$ cat src/rtl/crc_par_pkg.sv
package crc_par_pkg;
   localparam int CRC_W = 32;
   typedef logic [CRC_W-1:0] crc_t;

   // one serial LFSR step, MSB-first feedback
   function automatic crc_t crc_bit_step(crc_t poly, crc_t c, logic b);
      logic fb;
      fb = c[CRC_W-1] ^ b;
      c  = {c[CRC_W-2:0], 1'b0};
      if (fb) c = c ^ poly;
      return c;
   endfunction

   // effect on the register of a lone 1 at word bit idx, zero start state
   function automatic crc_t crc_data_col(crc_t poly, int unsigned w, int unsigned idx);
      crc_t c;
      c = '0;
      for (int unsigned s = 0; s < w; s++) c = crc_bit_step(poly, c, (s == idx));
      return c;
   endfunction

   // effect of register bit idx after w zero-data steps
   function automatic crc_t crc_state_col(crc_t poly, int unsigned w, int unsigned idx);
      crc_t c;
      c = '0;
      c[idx] = 1'b1;
      for (int unsigned s = 0; s < w; s++) c = crc_bit_step(poly, c, 1'b0);
      return c;
   endfunction
endpackage

$ cat src/rtl/crc_par_matrix.sv
module crc_par_matrix
   import crc_par_pkg::*;
#(
   parameter int   DATA_W = 64,
   parameter crc_t POLY   = 32'h04C11DB7
) (
   input  crc_t              cur,
   input  logic [DATA_W-1:0] data,
   output crc_t              nxt
);
   crc_t dcol [DATA_W];
   crc_t scol [CRC_W];

   for (genvar gi = 0; gi < DATA_W; gi++) begin : g_dcol
      localparam crc_t COL = crc_data_col(POLY, DATA_W, gi);
      assign dcol[gi] = COL;
   end

   for (genvar gj = 0; gj < CRC_W; gj++) begin : g_scol
      localparam crc_t COL = crc_state_col(POLY, DATA_W, gj);
      assign scol[gj] = COL;
   end

   always_comb begin
      crc_t acc;
      acc = '0;
      for (int i = 0; i < DATA_W; i++) acc = acc ^ (dcol[i] & {CRC_W{data[i]}});
      for (int j = 0; j < CRC_W; j++)  acc = acc ^ (scol[j] & {CRC_W{cur[j]}});
      nxt = acc;
   end
endmodule

$ cat src/rtl/crc_par_state.sv
module crc_par_state
   import crc_par_pkg::*;
#(
   parameter crc_t SEED = 32'hFFFFFFFF
) (
   input  logic clk,
   input  logic rst_n,
   input  logic vld,
   input  logic sop,
   input  logic eop,
   input  crc_t nxt,
   output crc_t base,
   output crc_t res_q,
   output logic fin_q
);
   crc_t run_q;

   assign base = sop ? SEED : run_q;

   always_ff @(posedge clk) begin
      if (!rst_n) begin
         run_q <= SEED;
         res_q <= '0;
         fin_q <= 1'b0;
      end else begin
         fin_q <= vld & eop;
         if (vld) begin
            run_q <= nxt;
            res_q <= eop ? ~nxt : nxt;
         end
      end
   end
endmodule

$ cat src/rtl/crc_par_engine.sv
module crc_par_engine
   import crc_par_pkg::*;
#(
   parameter int   DATA_W = 64,
   parameter crc_t POLY   = 32'h04C11DB7,
   parameter crc_t SEED   = 32'hFFFFFFFF
) (
   input  logic              clk,
   input  logic              rst_n,
   input  logic              word_vld,
   input  logic              pkt_sop,
   input  logic              pkt_eop,
   input  logic [DATA_W-1:0] word_i,
   output logic [31:0]       crc_q,
   output logic              crc_fin
);
   localparam int BYTES = DATA_W / 8;

   // width legality
   if (DATA_W < 8 || BYTES * 8 != DATA_W) begin : g_bad_width
      $error("crc_par_engine: DATA_W must be a nonzero multiple of 8");
   end

   crc_t base, nxt;

   crc_par_matrix #(.DATA_W(DATA_W), .POLY(POLY)) u_matrix (
      .cur (base),
      .data(word_i),
      .nxt (nxt)
   );

   crc_par_state #(.SEED(SEED)) u_state (
      .clk  (clk),
      .rst_n(rst_n),
      .vld  (word_vld),
      .sop  (pkt_sop),
      .eop  (pkt_eop),
      .nxt  (nxt),
      .base (base),
      .res_q(crc_q),
      .fin_q(crc_fin)
   );
endmodule

$ cat config.mk
export PLATFORM = sky130hd
export DESIGN_NAME = crc_par_engine
export DESIGN_NICKNAME = d
export VERILOG_FILES = /design/src/rtl/crc_par_pkg.sv /design/src/rtl/crc_par_matrix.sv /design/src/rtl/crc_par_state.sv /design/src/rtl/crc_par_engine.sv
export SDC_FILE = /design/constraint.sdc
export NUM_CORES = 1
export LEC_CHECK = 0
export BUFFER_PORTS_ARGS = -buffer_cell sky130_fd_sc_hd__buf_2
export CORE_MARGIN = 2
export CORE_UTILIZATION = 45
export CTS_CLUSTER_DIAMETER = 150
export DETAILED_ROUTE_END_ITERATION = 16
export GPL_TIMING_DRIVEN = 0
export PLACE_DENSITY = 0.69
export SYNTH_ARGS = -nofsm -noshare
export SYNTH_HDL_FRONTEND = slang
export SYNTH_SLANG_ARGS = --single-unit
$ cat constraint.sdc
create_clock -name clk -period 2.86 [get_ports clk]
set_input_delay 0.429 -clock clk [delete_from_list [all_inputs] [get_ports clk]]
set_output_delay 0.429 -clock clk [all_outputs]
set_load 0.01 [all_outputs]
==> reports/qor.yml <==
global_routing:
  grt_overflow: 0
  grt_max_degree: 13
  first_global_vias: 8118
  grt_pass1_wl_um: 56100
  grt_use_total_pct: 31.0
  antenna_found_initial: 0
route:
  drt_first_iter_violations: 1001
  routed_wl_um: 39600
  ant_nets: 0
  wire_per_inst_um: 26.5
  route.detailed.drc: 0
  viasPerCell: 5.44
  vias: 8155
  drtPass1Iterations: 5
floorplan:
  die_y_um: 160
  die_x_um: 160
  pin_count: 102
  initial_core_util_pct: 45.3
  std_cell_rows: 57
  die_area_um2: 25600
  core-area_um2: 24100
worst_setup_path:
  endpoint: "u_state.res_q[11]$_SDFFE_PN0P_"
  path_class: "in2reg"
  endpoint_kind: "flip-flop"
  r2r_slack_ns: 0.05
  worstPathRequired_ns: 3.09
  crit-reg2reg-launch: "u_state.run_q[26]$_SDFFE_PN1P_"
  r2r_end: "u_state.res_q[0]$_SDFFE_PN0P_"
  reg2regPathDepth: 8
  setup.worst_path.start: "word_i[18]"
  cp-start-kind: "primary input"
  critPathArrivalTime_ns: 3.08
  crit_fanout: 6
clock_tree:
  cts.htree.levels: 3
  tritoncts: "built"
  cts-root-buf: "clkbuf_16"
  cts_made_buffers: 9
  cts_buffer_depth: 2
  clkLatencyLatePin_ns: 0.33
  cts.clk_slew.worst_paths_ns: 0.06
  clkSinkCount: 65
synthesis:
  synth_area_leaders: "xnor2_1 35%, xnor3_1 23%, dfxtp_1 12%"
  synthesis.instances: 1106
  synth-seq-area-share_pct: 11.9
  netlist_area_um2: 10900
  ys.warnings.count: 0
  syn_avg_cell_area_um2: 9.88
  yosysTopAreaCellShare_pct: 34.6
  ys_types: 29
  synth_fp_nets: 1175
  synth_seq_cells: 65
  synth_top_area_cell: "xnor2_1"
timing:
  finalSetupTns_ns: 0
  period_share_pct: 99.8
  rsz0062_at_grt: "true"
  setup_slack_ns: 0.00576
  relSlewSlack_pct: 44.8
  period_minus_slack_ns: 2.85
  worst-slew-pin-transition_ns: 0.822
  hold_violations: 0
  finalMaxSlewViolations: 0
  fin_skew_ns: 0.00502
  finalSetupViolations: 0
  fmax_ghz: 0.350
flow_run:
  max_cap_viol_count: 0
place:
  portBuffers: 52
  dp_hpwl_um: 32300
  dp_slack_ns: -0.741
  place.gp.congestion: 1.03
  detailed_place.area_um2: 11600
finish:
  multiInputGateArea_um2: 9580
  layout-drive-gt1-share_pct: 19.3
  finalCoreUtilization_pct: 51.6
  fillers: 2271
  regArea_um2: 1310
  area_growth_pct: 13.9
  diodes: 0
  fin_area_um2: 12400
  fin_nets: 1238
hold_path:
  holdPathStages: 2
  hp-class: "reg2reg"
  min_from: "u_state.res_q[2]$_SDFFE_PN0P_"
status:
  status: "finished, final reports clean"
## timing repair
action	CTS	global route
hold buffers	0	0
hold endpoints to repair	0	0
buffers inserted	0	9
endpoints found under the setup margin	49	38
pin swaps	4	12
resized for setup	48	65
## flip-flops by register name, indices dropped and copies added (netlist names)
name and count:
u_state.res_q 32, u_state.fin_q 1, u_state.run_q 32
## metrics by stage
| step | hold slack (ns) | std cells |
|---|---|---|
| CTS | 0.479 | 1490 |
| floorplan | 0.498 | 1106 |
| global route | 0.500 | 1498 |
| detailed placement | 0.467 | 1482 |
| global placement | 0.462 | 1482 |
| finish | 0.476 | 1498 |
## layout make-up
type / instances / share of cell area, %
multi-input cells: 928 / 76.9
flip-flops and latches: 65 / 10.5
plain buffers: 100 / 3.98
well taps: 324 / 3.26
repair buffers: 61 / 2.63
clock buffers: 10 / 1.84
clock inverters: 6 / 0.734
inverters: 4 / 0.121
## per-layer routing
| layer | share of wire, % | vias to the layer above | track usage [%] |
|---|---|---|---|
| li1 | - | 3596 | - |
| met1 | 40 | 3989 | 41.9 |
| met2 | 43 | 482 | 47.0 |
| met3 | 12 | 88 | 8.96 |
| met4 | 4.2 | 0 | 12.0 |
| met5 | 0 | - | 0.189 |
## worst max-delay path: stages
cell,delay [ns]
clkbuf_1,0.50
xnor2_1,0.31
xnor3_1,0.29
xor3_2,0.29
xnor2_2,0.26
xnor3_1,0.39
xnor2_2,0.15
buf_4,0.16
mux2i_1,0.11
a31o_1,0.19
## how the worst min path moves through the flow
stage,slack [ns],endpoint
2_1_floorplan,0.50,u_state.res_q[2]$_SDFFE_PN0P_
4_1_cts,0.48,u_state.res_q[2]$_SDFFE_PN0P_
6_report,0.48,u_state.res_q[2]$_SDFFE_PN0P_
3_3_place_gp,0.46,u_state.res_q[21]$_SDFFE_PN0P_
5_1_grt,0.50,u_state.res_q[18]$_SDFFE_PN0P_
3_5_place_dp,0.47,u_state.res_q[13]$_SDFFE_PN0P_
## cell families after synthesis
kind of cell / count (synthesis) / share of synthesized area (%)
buffers and inverters: 113 / 4.46
AOI/OAI and AO/OA: 61 / 3.21
xor gates and xnor gates: 692 / 73.0
and+or+nand+nor: 156 / 5.71
muxes: 19 / 1.74
DFF: 65 / 11.9
## Yosys cell counts
cell type / count
clkinv_1: 1
xnor3_2: 2
mux2i_1: 19
o21ai_1: 1
inv_1: 3
xor2_1: 116
xor2_2: 3
nand3_1: 4
a31o_2: 3
o211a_1: 3
xnor2_2: 11
o211ai_1: 5
nor2b_1: 11
xnor3_1: 114
clkbuf_2: 1
nand3b_1: 1
a21oi_1: 12
buf_1: 3
clkbuf_1: 55
dfxtp_1: 65
nor2_1: 87
a31o_1: 1
xor3_1: 14
and2_1: 1
a21o_1: 1
buf_2: 50
o21ai_0: 35
nand2_1: 52
xnor2_1: 432
## cells in the final DEF, fill, tap and decap left out, types with 4 or more instances in the layout
master     instances
xnor2_4            6
xor3_1            13
a21oi_1           12
clkbuf_2          15
clkbuf_1          33
o21ai_0           35
nand3_1            4
clkbuf_4           7
nor2_1            83
buf_4             16
mux2i_1           19
xnor3_2           14
clkbuf_16          9
buf_2             91
xnor3_1          102
dfxtp_1           60
xnor2_2           40
nor2b_1           11
nor2_2             4
dfxtp_2            5
xnor2_1          397
nand2_1           52
o211ai_1           5
xor2_2             6
xor2_1           110
Power is left out: the tool's default activity adds up to more than one toggle a clock period on the data nets, which glitch-free logic cannot reach.
